<file path="src/rtl/cluster_expander_pkg.sv">
package cluster_expander_pkg;

    localparam int WORD_W = 16;

    typedef enum logic [1:0] {
        ST_TS   = 2'd0,
        ST_FILL = 2'd1,
        ST_EVT  = 2'd2,
        ST_SUB  = 2'd3
    } exp_state_e;

    // log2 of samples per event word for a channel mode code
    function automatic logic [1:0] mode_to_log(input logic [1:0] mode);
        case (mode)
            2'd0:    return 2'd0;
            2'd1:    return 2'd1;
            default: return 2'd2;
        endcase
    endfunction

endpackage

</file>
<file path="src/rtl/cluster_deint.sv">
module cluster_deint
    import cluster_expander_pkg::*;
(
    input  logic [WORD_W-1:0] word,
    input  logic [1:0]        spe_log,
    input  logic [1:0]        sub,
    output logic [WORD_W-1:0] sample
);
    localparam int HALF = WORD_W / 2;
    localparam int QUAR = WORD_W / 4;

    logic [HALF-1:0] s2;
    logic [QUAR-1:0] s4;

    // sample k bit i comes from word bit i*N+k
    for (genvar gi = 0; gi < HALF; gi++) begin : g_two
        assign s2[gi] = word[2*gi + int'(sub[0])];
    end
    for (genvar gi = 0; gi < QUAR; gi++) begin : g_four
        assign s4[gi] = word[4*gi + int'(sub)];
    end

    always_comb begin
        case (spe_log)
            2'd0:    sample = word;
            2'd1:    sample = {{(WORD_W-HALF){1'b0}}, s2};
            default: sample = {{(WORD_W-QUAR){1'b0}}, s4};
        endcase
    end
endmodule

</file>
<file path="src/rtl/cluster_gap.sv">
module cluster_gap
    import cluster_expander_pkg::*;
#(
    parameter int FILL_W = WORD_W + 2
) (
    input  logic [WORD_W-1:0] ts,
    input  logic [WORD_W-1:0] expect_ts,
    input  logic              first,
    input  logic [1:0]        spe_log,
    output logic [FILL_W-1:0] fill
);
    logic [WORD_W-1:0] diff;

    always_comb begin
        diff = first ? '0 : ts - expect_ts;   // modulo 2^16
        fill = FILL_W'(diff) << spe_log;
    end
endmodule

</file>
<file path="src/rtl/cluster_expander.sv">
module cluster_expander
    import cluster_expander_pkg::*;
#(
    parameter int EVT_PER_CLU  = 7,
    parameter int CLU_PER_LINE = 64,
    parameter int LE_W         = $clog2(EVT_PER_CLU * CLU_PER_LINE + 1)
) (
    input  logic              clk,
    input  logic              rst_n,
    input  logic              in_valid,
    output logic              in_ready,
    input  logic [WORD_W-1:0] in_word,
    input  logic              in_first,
    input  logic [LE_W-1:0]   in_line_events,
    input  logic [1:0]        in_mode,
    output logic              out_valid,
    input  logic              out_ready,
    output logic [WORD_W-1:0] out_sample
);
    localparam int WI_W   = $clog2(EVT_PER_CLU + 1);
    localparam int FILL_W = WORD_W + 2;
    localparam logic [WI_W-1:0]   EPC_WI = WI_W'(EVT_PER_CLU);
    localparam logic [LE_W-1:0]   EPC_LE = LE_W'(EVT_PER_CLU);
    localparam logic [WORD_W-1:0] EPC_TS = WORD_W'(EVT_PER_CLU);

    typedef struct packed {
        exp_state_e        st;
        logic [WORD_W-1:0] exp_ts;
        logic [WORD_W-1:0] last_smp;
        logic [FILL_W-1:0] fill;
        logic [WORD_W-1:0] word;
        logic [1:0]        sub;
        logic [WI_W-1:0]   widx;
        logic [WI_W-1:0]   nevt;
        logic [LE_W-1:0]   rem;
        logic [1:0]        spel;
    } exp_regs_t;

    exp_regs_t r_q, r_d;

    logic [WORD_W-1:0] deint_smp;
    logic [FILL_W-1:0] gap_fill;
    logic [LE_W-1:0]   rem_eff;
    logic [1:0]        sub_last;
    logic              in_fire;
    logic              out_fire;

    cluster_deint u_deint (
        .word    (r_q.word),
        .spe_log (r_q.spel),
        .sub     (r_q.sub),
        .sample  (deint_smp)
    );

    cluster_gap #(.FILL_W(FILL_W)) u_gap (
        .ts        (in_word),
        .expect_ts (r_q.exp_ts),
        .first     (in_first),
        .spe_log   (r_q.spel),
        .fill      (gap_fill)
    );

    always_comb begin
        r_d        = r_q;
        in_ready   = (r_q.st == ST_TS) || (r_q.st == ST_EVT);
        out_valid  = (r_q.st == ST_FILL) || (r_q.st == ST_SUB);
        out_sample = (r_q.st == ST_FILL) ? r_q.last_smp : deint_smp;
        in_fire    = in_valid && in_ready;
        out_fire   = out_valid && out_ready;
        rem_eff    = (in_first || r_q.rem == '0) ? in_line_events : r_q.rem;
        sub_last   = (r_q.spel == 2'd0) ? 2'd0 : (r_q.spel == 2'd1) ? 2'd1 : 2'd3;

        case (r_q.st)
            ST_TS: if (in_fire) begin
                if (rem_eff >= EPC_LE) begin
                    r_d.nevt = EPC_WI;
                    r_d.rem  = rem_eff - EPC_LE;
                end else begin
                    r_d.nevt = WI_W'(rem_eff);
                    r_d.rem  = '0;
                end
                r_d.widx   = '0;
                r_d.exp_ts = in_word + EPC_TS;
                r_d.fill   = gap_fill;
                if (in_first) r_d.spel = mode_to_log(in_mode);
                r_d.st = (gap_fill != '0) ? ST_FILL : ST_EVT;
            end
            ST_FILL: if (out_fire) begin
                r_d.fill = r_q.fill - 1'b1;
                if (r_q.fill == FILL_W'(1)) r_d.st = ST_EVT;
            end
            ST_EVT: if (in_fire) begin
                r_d.widx = r_q.widx + 1'b1;
                if (r_q.widx < r_q.nevt) begin
                    r_d.word = in_word;
                    r_d.sub  = 2'd0;
                    r_d.st   = ST_SUB;
                end else if (r_q.widx == EPC_WI - 1'b1) begin
                    r_d.st = ST_TS;
                end
            end
            ST_SUB: if (out_fire) begin
                r_d.last_smp = deint_smp;
                if (r_q.sub == sub_last) begin
                    r_d.sub = 2'd0;
                    r_d.st  = (r_q.widx == EPC_WI) ? ST_TS : ST_EVT;
                end else begin
                    r_d.sub = r_q.sub + 1'b1;
                end
            end
            default: r_d.st = ST_TS;
        endcase
    end

    always_ff @(posedge clk) begin
        if (!rst_n) begin
            r_q <= '{st: ST_TS, default: '0};
        end else begin
            r_q <= r_d;
        end
    end

    assert_hold_output_R10: assert property (@(posedge clk) disable iff (!rst_n)
        out_valid && !out_ready |=> out_valid && $stable(out_sample));

    assert_first_no_fill_R2: assert property (@(posedge clk) disable iff (!rst_n)
        in_valid && in_ready && in_first && r_q.st == ST_TS |=> !out_valid);

    assert_on_time_no_fill_R4: assert property (@(posedge clk) disable iff (!rst_n)
        in_valid && in_ready && !in_first && r_q.st == ST_TS && in_word == r_q.exp_ts
        |=> !out_valid);

    assert_padding_silent_R8: assert property (@(posedge clk) disable iff (!rst_n)
        in_valid && in_ready && r_q.st == ST_EVT && r_q.widx >= r_q.nevt |=> !out_valid);

    assert_fill_repeats_R3: assert property (@(posedge clk) disable iff (!rst_n)
        r_q.st == ST_FILL && out_ready && r_q.fill > FILL_W'(1)
        |=> out_valid && out_sample == $past(out_sample));

endmodule

</file>
<file path="config.mk">
export PLATFORM = sky130hd
export DESIGN_NAME = cluster_expander
export DESIGN_NICKNAME = d
export VERILOG_FILES = /design/src/rtl/cluster_expander_pkg.sv /design/src/rtl/cluster_deint.sv /design/src/rtl/cluster_gap.sv /design/src/rtl/cluster_expander.sv
export SDC_FILE = /design/constraint.sdc
export NUM_CORES = 1
export LEC_CHECK = 0
export ABC_AREA = 1
export BUFFER_PORTS_ARGS = -buffer_cell sky130_fd_sc_hd__buf_2
export CELL_PAD_IN_SITES_DETAIL_PLACEMENT = 1
export CELL_PAD_IN_SITES_GLOBAL_PLACEMENT = 2
export CORE_MARGIN = 2
export CORE_UTILIZATION = 30
export CTS_BUF_LIST = sky130_fd_sc_hd__clkbuf_8
export CTS_CLUSTER_SIZE = 20
export DETAILED_ROUTE_END_ITERATION = 10
export GPL_TIMING_DRIVEN = 0
export MAX_ROUTING_LAYER = met4
export PLACE_DENSITY = 0.75
export SLEW_MARGIN = 20
export SYNTH_ARGS = -nofsm -noshare
export SYNTH_HDL_FRONTEND = slang
export SYNTH_SLANG_ARGS = --single-unit
</file>
<file path="constraint.sdc">
create_clock -name clk -period 2.3 [get_ports clk]
set_input_delay 0.23 -clock clk [delete_from_list [all_inputs] [get_ports clk]]
set_output_delay 0.23 -clock clk [all_outputs]
set_load 0.02 [all_outputs]
</file>
== Word level (Yosys, flattened, before mapping) ==
Cells that the tools add are included.
W data, S select, Z words.

* Register bits after elaboration: 87
* Output and inout port bits: 18
* Logic and storage cells: 143

* Add/sub/neg operators: 16
* $lt $le $gt $ge: 14
* Equality and inequality tests: 17
* Shift operators: 1
* Mux-type cells: 64
* Reductions and logical operators: 21

{| class="wikitable"
|+ Operators with widths
! kind !! count
|-
| $lt A32 B6 Y1 const B || 10
|-
| $mux W18 || 3
|-
| $bmux W1 S4 || 10
|-
| $pmux W18 S2 || 1
|-
| $mux W16 || 2
|-
| $pmux W16 S2 || 1
|-
| $mux W2 || 15
|-
| $mux W1 || 23
|-
| $add A4 B1 Y5 const A || 4
|-
| $eq A18 B1 Y1 const B || 1
|-
| $reduce_bool A18 Y1 || 1
|-
| $shl A16 B2 Y18 || 1
|-
| $sub A18 B1 Y18 const B || 1
|-
| $mux W17 || 1
|-
| $add A16 B3 Y16 const B || 1
|-
| $sub A16 B16 Y16 || 1
|-
| $mux W12 || 1
|-
| $reduce_and A3 Y1 || 4
|-
| $add A4 B2 Y5 const A || 2
|-
| $ge A9 B3 Y1 const B || 1
|-
| $logic_not A9 Y1 || 1
|-
| $mux W9 || 1
|-
| $sub A9 B3 Y9 const B || 1
|-
| $add A3 B1 Y4 const A || 2
|-
| other kinds (26) || 44
|}

== Depth between registers and ports, before layout ==
Gate-level depths: netlist of run 1.

* Word-level depth: 7
* Depth in mapped cells: 20

== Cells and area by module ==
A second synthesis of run 1 with hierarchy kept.

* Cells, all modules: 1,113
* Area, all modules: 6,597.6 µm²

{| class="wikitable"
|+ By module, submodules not included
! module !! times used !! cells each !! area an instance (µm²)
|-
| cluster_expander || 1 || 716 || 4,765.8
|-
| cluster_gap || 1 || 309 || 1,472.7
|-
| cluster_deint || 1 || 88 || 359.1
|}

== Worst setup path after synthesis of run 1 ==
No wires, ideal clock.

* Path type: reg2reg
* Start point: register r_q[9] in the netlist's numbering
* End point: register r_q[8] in the netlist's numbering
* Setup time: 132 ps
* Data arrival time: 2,093 ps
* Data required time: 2,168 ps
* Path slack: 75 ps
* Cell stages (with the launch flop): 16
* Period minus slack after synthesis: 2,225 ps
* Cell sequence: dfxtp_1 nor4_2 nand3_2 nand2_4 buf_6 nand2_1 o21ai_1 inv_1 ha_1 nand3_2 nand3_1 nor2_2 nand3_2 buf_6 nand3_1 a21oi_1

* Cells in the longest elaborated chain, start to end: 5

{| class="wikitable"
|+ Ends and longest elaborated chain
! element !! line !! source
|-
| from (decl) || cluster_expander.sv:39 || <nowiki>exp_regs_t r_q, r_d;</nowiki>
|-
| from (signal assigned) || cluster_expander.sv:119 || <nowiki>r_q <= r_d;</nowiki>
|-
| $logic_not A9 Y1 || cluster_expander.sv:70 || <nowiki>rem_eff = (in_first || r_q.rem == '0) ? in_line_events : r_q.rem;</nowiki>
|-
| $logic_or A1 B1 Y1 || cluster_expander.sv:70 ||
|-
| $mux W9 (*) || cluster_expander.sv:70 ||
|-
| $sub A9 B3 Y9 / $ge A9 B3 Y1 (equally long branches) || cluster_expander.sv:77, cluster_expander.sv:75 ||
|-
| $mux W12 (*) || cluster_expander.sv:75 || <nowiki>if (rem_eff >= EPC_LE) begin</nowiki>
|}

Every way passes the cells marked *; elsewhere a longest branch is shown, timed or not.
A chain may end at the register's enable or synchronous reset.

== Worst setup path after layout of run 1 ==
* Start point: register r_q[69] in the netlist's numbering
* End point: register r_q[85] in the netlist's numbering

* Cells in the longest elaborated chain, start to end: 7

{| class="wikitable"
|+ Ends and longest elaborated chain
! element !! line !! source
|-
| $sub A16 B16 Y16 || cluster_gap.sv:15 || <nowiki>diff = first ? '0 : ts - expect_ts;</nowiki>
|-
| $mux W16 || cluster_gap.sv:15 ||
|-
| $shl A16 B2 Y18 || cluster_gap.sv:16 || <nowiki>fill = FILL_W'(diff) << spe_log;</nowiki>
|-
| $reduce_bool A18 Y1 || cluster_expander.sv:86 || <nowiki>r_d.st = (gap_fill != '0) ? ST_FILL : ST_EVT;</nowiki>
|-
| $mux W2 || cluster_expander.sv:86 ||
|-
| $mux W18 || cluster_expander.sv:74 || <nowiki>ST_TS: if (in_fire) begin</nowiki>
|-
| $pmux W2 S4 || cluster_expander.sv:73 || <nowiki>case (r_q.st)</nowiki>
|}

No other way between the ends. The select of a mux whose other input is x is not followed.

==> flow_metrics.tcl, run 1 <==
set metrics [dict create \
    antenna_found_initial 0 \
    cts-root-buf "clkbuf_8" \
    crit_path_end_kind "register" \
    cts_tree "yes" \
    num_rows 54 \
    vias 7378 \
    drt-vias-per-instance 5.00 \
    hold_viol_final 0 \
    skew_ns 0.0122 \
    die_height_um 152 \
    grt_pass1_vias 7276 \
    synth_top_area_cell "dfxtp_1" \
    post-route-min-period_ns 2.36 \
    cts_hold_buf 0 \
    max-vdd-ir-drop_mv 0.456 \
    fin_crit_sh_pct 102 \
    drt-wirelength-per-cell_um 16.6 \
    leakagePower_nw 3.88 \
    r2r_setup_slack_ns -0.06 \
    syn_nets 1154 \
    synth-edff-count 0 \
    fin_ws_ns -0.0555 \
    setup-tns-final_ns -0.154 \
    top_register "r_q" \
    crit_fanout 3 \
    multi_input_area_um2 4780 \
    worst_slew_pin_slew_ns 0.840 \
    fillers 2906 \
    design.core.area_um2 21600 \
    path_clk_slew_ns 0.10 \
    synthTopCellsByArea "dfxtp_1 (27%), nand2_1 (16%), inv_1 (9.0%)" \
    ant_nets 0 \
    htree_levels 3 \
    finalMaxSlewViolations 0 \
    status "complete, but fails checks" \
    ys_seq_elements 87 \
    gr-total-overflow 0 \
    reg2reg_depth 18 \
    violations "negative setup slack" \
    dp_worst_setup_slack_ns -0.559 \
    regArea_um2 1770 \
    die_area_um2 23100 \
    port_buffers 48 \
    cp-start-kind "register" \
    routed-wl-met2_um 11700 \
    diodes 0 \
    routedLengthMet1_um 11900 \
    async_flop_share_pct 0 \
    crit_end "r_q[85]" \
    relSlewSlack_pct 44.0 \
    max_freq_mhz 425 \
    path_class "register to register" \
    worst_ep_required_time_ns 2.59 \
    grt_pass1_wl_um 38600 \
    fp.dieW_um 152 \
    finalSetupViolCount 3 \
    reg_top3 "r_q x87" \
    synth.avg_cell_area_um2 5.98 \
    area_delta_synth_final_pct 30.1 \
    yosysWarnings 0 \
    grt_max_degree 18 \
    arrival_ns 2.64 \
    r2r-end "r_q[85]" \
    startpoint "r_q[69]" \
    largest_reg_flops 87 \
    r2r_start "r_q[69]" \
    track_usage_pct 21.4 \
    cts_sinks 87 \
    ys_types 47 \
    hold_path.class "input pin to register" \
    seq_area_frac_synth_pct 26.6 \
    io_pins 50 \
    hpwl_um 18700 \
    nets 1248 \
    cts_inserted_buffers 9 \
    power_density_nw_per_um2 1170 \
    clock_path_buffers 2 \
    synth.top_cell.area_share_pct 26.6 \
    routed_wl_um 24600 \
    first_pass_iters 5 \
    remaining_drc_errors 0 \
    maxCapViolCount 0 \
    synth_top_flop_cell "dfxtp_1" \
    top_layer "met4" \
    drive_above_1_share_pct 25.9 \
    wl_met3_um 661 \
    syn_inst 1096 \
    drt_iter0_markers 261 \
    synthesis.area_um2 6560 \
    finalPower_w 0.00999 \
    initial_utilization_pct 30.3 \
    clkLatencyLatePin_ns 0.40 \
    rsz0062_at_grt "true" \
    gp_congestion 0.845 \
]
## layout make-up
type,instances,share of cell area [%]
sequential,87,20.7
clock inverter,7,1.01
buffer,44,2.65
multi-input combinational,792,56.1
tap,280,4.11
timing repair buffer,86,6.51
inverter,170,7.51
clock buffer,9,1.45
## placed cells by master, fill, tap and decap left out, types with 10 or more instances in the layout
cell type	n
a21oi_1	80
a21oi_2	10
buf_2	48
buf_4	36
clkbuf_1	26
dfxtp_1	76
ha_1	10
ha_4	15
inv_1	151
inv_2	16
nand2_1	228
nand2_2	55
nand3_1	67
nand3_2	30
nand4_1	28
nor2_1	55
nor2_2	15
o21ai_0	82
xor2_1	17
## power by group
group	internal, W	switching (W)
clock	0.000528	0.000693
sequential	0.00190	0.000374
combinational	0.00244	0.00405
## worst min-delay path by stage
| stage | cells after the start | from | slack, ns | end |
|---|---|---|---|---|
| floorplan | 1 | in_word[0] | 0.32 | r_q[69] |
| global placement | 2 | r_q[62] | 0.44 | r_q[62] |
| detailed placement | 2 | r_q[67] | 0.45 | r_q[67] |
| CTS | 3 | in_mode[0] | 0.04 | r_q[0] |
| global route | 2 | in_word[0] | 0.05 | r_q[69] |
| finish | 2 | in_word[0] | 0.06 | r_q[69] |
## Yosys cell counts (4+ instances only)
master    instances
xor2_1           17
xnor2_1           7
a211oi_1          4
o211ai_1          6
and2_1            4
inv_1           158
nand2_1         286
nand3_1         101
o21ai_0          92
buf_1             6
nor3_1            9
clkbuf_1         37
a21oi_1          91
nor2_1           76
nand4_1          28
o21ai_1           6
dfxtp_1          87
inv_2             9
ha_1             25
## layer usage
metal  vias to the layer above  track usage, %
met5                         -               -
met4                         0            4.54
met3                        17            2.51
met2                        93            35.6
met1                      3522            28.1
li1                       3746               -
## logic make-up (layout without fill, tap and decap cells)
| group | count (synthesis) | after routing | synth area share [%] |
|---|---|---|---|
| and+or+nand+nor | 525 | 525 | 34.7 |
| buffers and inverters | 217 | 316 | 12.7 |
| AOI/OAI and AO/OA | 216 | 216 | 17.6 |
| DFF | 87 | 87 | 26.6 |
| adders and majority gates | 26 | 26 | 5.08 |
| xor gates and xnor gates | 24 | 24 | 3.21 |
| muxes | 1 | 1 | 0.153 |
## through the flow
stage,std cells,area [um^2],utilization (%),hold slack [ns]
after CTS,1456,7890,36.5,0.0430
final,1475,8530,39.5,0.0610
after global placement,1424,7150,33.1,0.437
after global routing,1475,8530,39.5,0.0544
after detailed placement,1424,7150,33.1,0.447
after floorplan,1096,6560,-,0.320
## worst max-delay path: stages (launching register included)
cell	delay, ns
dfxtp_2	0.35
ha_4	0.15
fa_2	0.35
inv_2	0.11
nand3_1	0.12
nand2_1	0.11
nand3_2	0.08
nand3_2	0.08
nand2_2	0.06
nand3_2	0.08
nand2_2	0.07
nand2_1	0.08
nand2_1	0.06
nand2_2	0.12
inv_1	0.05
nor2_1	0.10
nand3_1	0.10
nand2_2	0.10
a21oi_1	0.08
## repair_timing
item | CTS | global route
buffers inserted | 18 | 19
endpoints found under the setup margin | 65 | 49
cloned | 0 | 1
resized for setup | 104 | 148
pin swaps | 30 | 52
Note: power is estimated with default switching activity, not from simulation.
==> inputs of run 2 (changes only) <==
--- a/config.mk
+++ b/config.mk
@@ -5,18 +5,18 @@
 export SDC_FILE = /design/constraint.sdc
 export NUM_CORES = 1
 export LEC_CHECK = 0
-export ABC_AREA = 1
+export ABC_AREA = 0
 export BUFFER_PORTS_ARGS = -buffer_cell sky130_fd_sc_hd__buf_2
 export CELL_PAD_IN_SITES_DETAIL_PLACEMENT = 1
 export CELL_PAD_IN_SITES_GLOBAL_PLACEMENT = 2
 export CORE_MARGIN = 2
-export CORE_UTILIZATION = 30
+export CORE_UTILIZATION = 33
 export CTS_BUF_LIST = sky130_fd_sc_hd__clkbuf_8
 export CTS_CLUSTER_SIZE = 20
 export DETAILED_ROUTE_END_ITERATION = 10
 export GPL_TIMING_DRIVEN = 0
 export MAX_ROUTING_LAYER = met4
-export PLACE_DENSITY = 0.75
+export PLACE_DENSITY = 0.76
 export SLEW_MARGIN = 20
 export SYNTH_ARGS = -nofsm -noshare
 export SYNTH_HDL_FRONTEND = slang
==> run 2 against run 1 <==
- the run still ends with negative setup slack left
- largest power group unchanged
- area after synthesis shrank 5.5%
- clock skew fell by 0.0021 ns
- final area down 3.8%
- sequential cell count is the same
==> flow_metrics.tcl, run 2 <==
set metrics [dict create \
    status "complete, but fails checks" \
    violations "negative setup slack" \
    worst_slew_pin_slew_ns 0.898 \
    power_density_nw_per_um2 1270 \
    drt-wirelength-per-cell_um 21.4 \
    die_height_um 141 \
    grt_pass1_vias 7059 \
    gp_congestion 0.890 \
    diodes 0 \
    cp_top_family "compound AO/OA/AOI/OAI gates" \
    final_cells 1169 \
    drt-vias-per-instance 5.74 \
    synthTopCellsByArea "dfxtp_1 (28%), a21oi_1 (6.8%), nor2_1 (6.7%)" \
    arrival_ns 3.29 \
    ys_top_cells_by_count "nor2_1 (110), nand2_1 (99), dfxtp_1 (87)" \
    synth-edff-count 0 \
    fp.dieW_um 141 \
    async_flop_share_pct 0 \
    remaining_drc_errors 0 \
    gr-total-overflow 0 \
    hold_path.class "input pin to register" \
    io_pins 50 \
    fin_util_pct 44.2 \
    max_freq_mhz 333 \
    finalSetupViolCount 27 \
    fin_ws_ns -0.702 \
    cp_slowest_stage_delay_ns 0.37 \
    syn_nets 897 \
    power_frac_comb_pct 65.4 \
    dp_cells 1122 \
    crit_fanout 2 \
    finalMaxSlewViolations 0 \
    cts_inserted_buffers 9 \
    first_pass_iters 4 \
    crit_chain "ha_4, fa_2, nor2b_4, o2111a_2, nor4b_4, o21ai_2, xor2_2, mux2_4, a221o_1, nor4_4, and4b_1, nor2_1" \
    drive_above_1_share_pct 28.6 \
    clkLatencyLatePin_ns 0.39 \
    post-route-min-period_ns 3.00 \
    track_usage_pct 26.0 \
    htree_levels 3 \
    path_class "register to register" \
    yosysWarnings 0 \
    synth.top_cell.area_share_pct 28.1 \
    clock_path_buffers 2 \
    final_common_cell "nor2_1" \
    grt_max_degree 16 \
    cp_num_buf_inv 0 \
    synthesis.area_um2 6200 \
    ys_types 76 \
    num_rows 50 \
    largest_reg_flops 87 \
    dp_worst_setup_slack_ns -1.37 \
    ys_seq_elements 87 \
    leakagePower_nw 3.03 \
    setup-tns-final_ns -9.34 \
    seq_area_frac_synth_pct 28.1 \
    intPower_w 0.00540 \
    initial_utilization_pct 33.4 \
    nets 988 \
    finalPower_w 0.0104 \
    yosysMostFrequentCell "nor2_1" \
    relSlewSlack_pct 40.1 \
    port_buffers 49 \
    r2r_setup_slack_ns -0.70 \
    fin_crit_sh_pct 131 \
    final_cell_mix "nor2_1 (102), nand2_1 (96), dfxtp_1 (72)" \
    crit_path_end_kind "register" \
    cp-start-kind "register" \
    maxCapViolCount 0 \
    max-vdd-ir-drop_mv 0.626 \
    skew_ns 0.0101 \
    hold_viol_final 0 \
    antenna_found_initial 0 \
    area_delta_synth_final_pct 32.4 \
    clock_power_share_pct 13.1 \
    slowest_stage "a221o_1" \
    path_clk_slew_ns 0.10 \
    grt_pass1_wl_um 39400 \
    top_register "r_q" \
    rsz0062_at_grt "true" \
    synth_top_area_cell "dfxtp_1" \
    reg_top3 "r_q x87" \
    die_area_um2 19900 \
    cts_tree "yes" \
    p_seq_share_pct 21.5 \
    cts-root-buf "clkbuf_8" \
    design.core.area_um2 18600 \
    p_switching_w 0.00499 \
    worst_ep_required_time_ns 2.59 \
    p_sw_share_pct 48.1 \
    hpwl_um 18500 \
    synth_top_flop_cell "dfxtp_1" \
    vias 6708 \
    routed_wl_um 25100 \
    drt_iter0_markers 302 \
    syn_inst 839 \
    cts_sinks 87 \
    ant_nets 0 \
    synth.avg_cell_area_um2 7.39 \
]
run 2: cell count changes in the layout (fill, tap and decap cells not counted), sizes merged, moves of 17 or more:
cell,change
mux2i,+35
nand2,-190
xnor2,+17
inv,-144
nand3,-66
o21ai,-59
nor2,+33
nand4,-23
a211oi,+28
run 2: area by class of cell:
type                    instances  area (um^2)
fillers                      2239        10400
multi-input cells             671         4890
flip-flops and latches         87         1770
repair buffers                 83          546
plain buffers                  50          358
well taps                     234          293
clock buffers                   9          124
clock inverters                 7          120
inverters                      28          105
run 2: path summary, 6_finish.rpt:
check,from,end,cells after the start
min,in_mode[1],r_q[1],3
max reg2reg,r_q[69],r_q[85],12
max,r_q[69],r_q[85],12
min reg2reg,r_q[58],r_q[58],2
run 2: power by group through the flow:
stage	Sequential (W)	Clock [W]	Combinational [W]
final	0.00223	0.00136	0.00680
after global routing	0.00229	0.00145	0.00736
after CTS	0.00220	0.00139	0.00613
after detailed placement	0.00220	0	0.00509
after global placement	0.00217	0	0.00497
after floorplan	0.00210	0	0.00367
run 2: cell families (layout without fill, tap and decap cells):
| logic type | after synthesis | count (layout) | synth area share [%] |
|---|---|---|---|
| xor+xnor | 35 | 35 | 4.95 |
| buf+inv | 81 | 177 | 5.07 |
| fa+ha+maj | 26 | 26 | 5.37 |
| flops | 87 | 87 | 28.1 |
| compound gates | 226 | 226 | 23.4 |
| simple gates | 341 | 341 | 25.6 |
| mux | 43 | 43 | 7.45 |
run 2: metal layers:
| layer | global-route usage, % | share of wire [%] | vias to the layer above |
|---|---|---|---|
| li1 | - | - | 3174 |
| met1 | 33.0 | 47 | 3378 |
| met2 | 43.1 | 48 | 124 |
| met3 | 4.48 | 2.9 | 32 |
| met4 | 6.89 | 2.2 | 0 |
| met5 | - | 0 | - |
run 2: metrics by stage:
| step | hold slack [ns] | area, um^2 |
|---|---|---|
| 2_1_floorplan | 0.377 | 6310 |
| 3_3_place_gp | 0.443 | 6850 |
| 6_report | 0.0951 | 8210 |
| 4_1_cts | 0.0811 | 7830 |
| 3_5_place_dp | 0.452 | 6850 |
| 5_1_grt | 0.0916 | 8210 |
run 2: worst reg2reg max path, cell delays in order (launching register included):
cell and delay [ns]:
dfxtp_2 0.35, ha_4 0.16, fa_2 0.36, nor2b_4 0.14
o2111a_2 0.29, nor4b_4 0.06, o21ai_2 0.25, xor2_2 0.14
mux2_4 0.30, a221o_1 0.37, nor4_4 0.21, and4b_1 0.24
nor2_1 0.04
run 2: timing repair:
action,4_1_cts,5_1_grt
pin swaps,34,17
endpoints found under the setup margin,82,64
buffers inserted,26,10
gates resized for setup,139,84
hold buffers,0,0
==> inputs of run 3 (changes only) <==
--- a/config.mk
+++ b/config.mk
@@ -5,18 +5,17 @@
 export SDC_FILE = /design/constraint.sdc
 export NUM_CORES = 1
 export LEC_CHECK = 0
-export ABC_AREA = 0
 export BUFFER_PORTS_ARGS = -buffer_cell sky130_fd_sc_hd__buf_2
 export CELL_PAD_IN_SITES_DETAIL_PLACEMENT = 1
 export CELL_PAD_IN_SITES_GLOBAL_PLACEMENT = 2
 export CORE_MARGIN = 2
-export CORE_UTILIZATION = 33
+export CORE_UTILIZATION = 39
 export CTS_BUF_LIST = sky130_fd_sc_hd__clkbuf_8
 export CTS_CLUSTER_SIZE = 20
 export DETAILED_ROUTE_END_ITERATION = 10
 export GPL_TIMING_DRIVEN = 0
 export MAX_ROUTING_LAYER = met4
-export PLACE_DENSITY = 0.76
+export PLACE_DENSITY = 0.85
 export SLEW_MARGIN = 20
 export SYNTH_ARGS = -nofsm -noshare
 export SYNTH_HDL_FRONTEND = slang
==> constraint.sdc (replaced) <==
create_clock -name clk -period 3.79 [get_ports clk]
set_input_delay 0.379 -clock clk [delete_from_list [all_inputs] [get_ports clk]]
set_output_delay 0.379 -clock clk [all_outputs]
set_load 0.02 [all_outputs]
==> run 3 against run 2 <==
- the run now ends clean
- wire length shrank 9.6%
- fmax shrank 15%
- largest power group unchanged
- non-clock buffer count shrank 31
==> flow_metrics.tcl, run 3 (synthesis gave the netlist of run 2 again) <==
set metrics [dict create \
    status "finished clean" \
    cts_inserted_buffers 9 \
    path_clk_slew_ns 0.10 \
    gp_congestion 0.899 \
    clkLatencyLatePin_ns 0.39 \
    cts_resized 0 \
    reg_top3 "r_q x87" \
    worst_ep_required_time_ns 4.07 \
    path_class "register to register" \
    die_height_um 130 \
    clock_path_buffers 2 \
    antenna_found_initial 0 \
    initial_utilization_pct 39.4 \
    max_freq_mhz 282 \
    area_delta_synth_final_pct 11.3 \
    rsz0062_at_grt "false" \
    fin_util_pct 43.9 \
    relSlewSlack_pct 41.1 \
    crit_path_end_kind "register" \
    finalSetupViolCount 0 \
    slowest_stage "a221oi_1" \
    grt_pass1_wl_um 36000 \
    startpoint "r_q[69]" \
    hpwl_um 17600 \
    final_cell_mix "nor2_1 (110), nand2_1 (99), dfxtp_1 (87)" \
    num_rows 46 \
    diodes 0 \
    timing.hold.ws_ns 0.304 \
    port_buffers 49 \
    cts_tree "yes" \
    cp_slowest_stage_delay_ns 0.50 \
    grt_pass1_vias 6553 \
    hold_viol_final 0 \
    cts_sinks 87 \
    hold_path.class "input pin to register" \
    fp.dieW_um 130 \
    ant_nets 0 \
    htree_levels 3 \
    cts_hold_buf 0 \
    fin_area_um2 6900 \
    crit_chain "ha_1, fa_1, nor2b_1, o2111a_1, nor3_2, xor2_1, mux2i_1, a221oi_1, o211ai_2, nor4_2, and4b_1, nor2_1" \
    drive_above_1_share_pct 10.3 \
    power_density_nw_per_um2 717 \
    worst_slew_pin_slew_ns 0.883 \
    post_dp_cell_area_um2 6710 \
    r2r_setup_slack_ns 0.24 \
    maxCapViolCount 0 \
    reg2reg_depth 12 \
    finalMaxSlewViolations 0 \
    drt-vias-per-instance 5.74 \
    gr-total-overflow 0 \
    r2r-end "r_q[85]" \
    cp-start-kind "register" \
    grt_max_degree 16 \
    io_pins 50 \
    cts-root-buf "clkbuf_8" \
    top_register "r_q" \
    remaining_drc_errors 0 \
    arrival_ns 3.83 \
    drt-wirelength-per-cell_um 20.2 \
    die_area_um2 16900 \
    nets 957 \
    final_common_cell "nor2_1" \
    largest_reg_flops 87 \
    vias 6433 \
    skew_ns 0.00753 \
    leakagePower_nw 2.57 \
    crit_end "r_q[85]" \
    track_usage_pct 28.6 \
    cts_setup_buffers 0 \
    routed_wl_um 22700 \
    design.core.area_um2 15700 \
    crit_fanout 5 \
    fin_crit_sh_pct 93.5 \
    max-vdd-ir-drop_mv 0.280 \
    first_pass_iters 5 \
    drt_iter0_markers 435 \
    post-route-min-period_ns 3.55 \
    r2r_start "r_q[69]" \
]
==> run 3: routing by layer <==
metal	track usage (%)	vias to the layer above	wire [um]
met4	13.2	0	876
met3	3.65	38	779
met2	43.9	127	10300
met1	37.5	3152	10700
met5	-	-	0
li1	-	3116	-
==> run 3: layout make-up <==
cell class / count / area, um^2
plain buffers: 53 / 211
inverters: 28 / 105
flip-flops and latches: 87 / 1740
well taps: 216 / 270
repair buffers: 49 / 245
multi-input cells: 671 / 4140
fillers: 2028 / 8810
clock inverters: 6 / 45.0
clock buffers: 10 / 138
==> run 3: power by group <==
group	switching, W	internal, W
registers	0.000192	0.00112
logic	0.00195	0.00103
clock network	0.000394	0.000260
total	0.00253	0.00241
==> run 3: worst min path at each step <==
stage / start / end / slack, ns / cells past startpoint
6_report: in_mode[1] / r_q[1] / 0.30 / 3
5_1_grt: in_mode[1] / r_q[1] / 0.31 / 3
4_1_cts: in_mode[1] / r_q[1] / 0.29 / 3
3_5_place_dp: r_q[43] / r_q[43] / 0.45 / 2
3_3_place_gp: r_q[43] / r_q[43] / 0.44 / 2
2_1_floorplan: r_q[43] / r_q[43] / 0.43 / 2
==> run 3: worst max-delay path: cells and delay by family, from the launching register on <==
family | cells | cell delay, ns
adder cells (fa/ha/maj) | 2 | 0.60
AO/OA/AOI/OAI | 3 | 0.97
AND/OR/NAND/NOR | 5 | 0.99
XOR/XNOR | 1 | 0.38
flip-flops | 1 | 0.34
multiplexers | 1 | 0.14
==> run 3: metrics by stage <==
step,setup TNS [ns],power (W),instances,setup WS (ns)
floorplan,0,0.00341,839,0.743
global placement,0,0.00417,1104,0.0750
detailed placement,-0.00682,0.00427,1104,-0.00682
CTS,0,0.00494,1120,0.207
global route,0,0.00536,1120,0.0608
finish,0,0.00494,1120,0.245
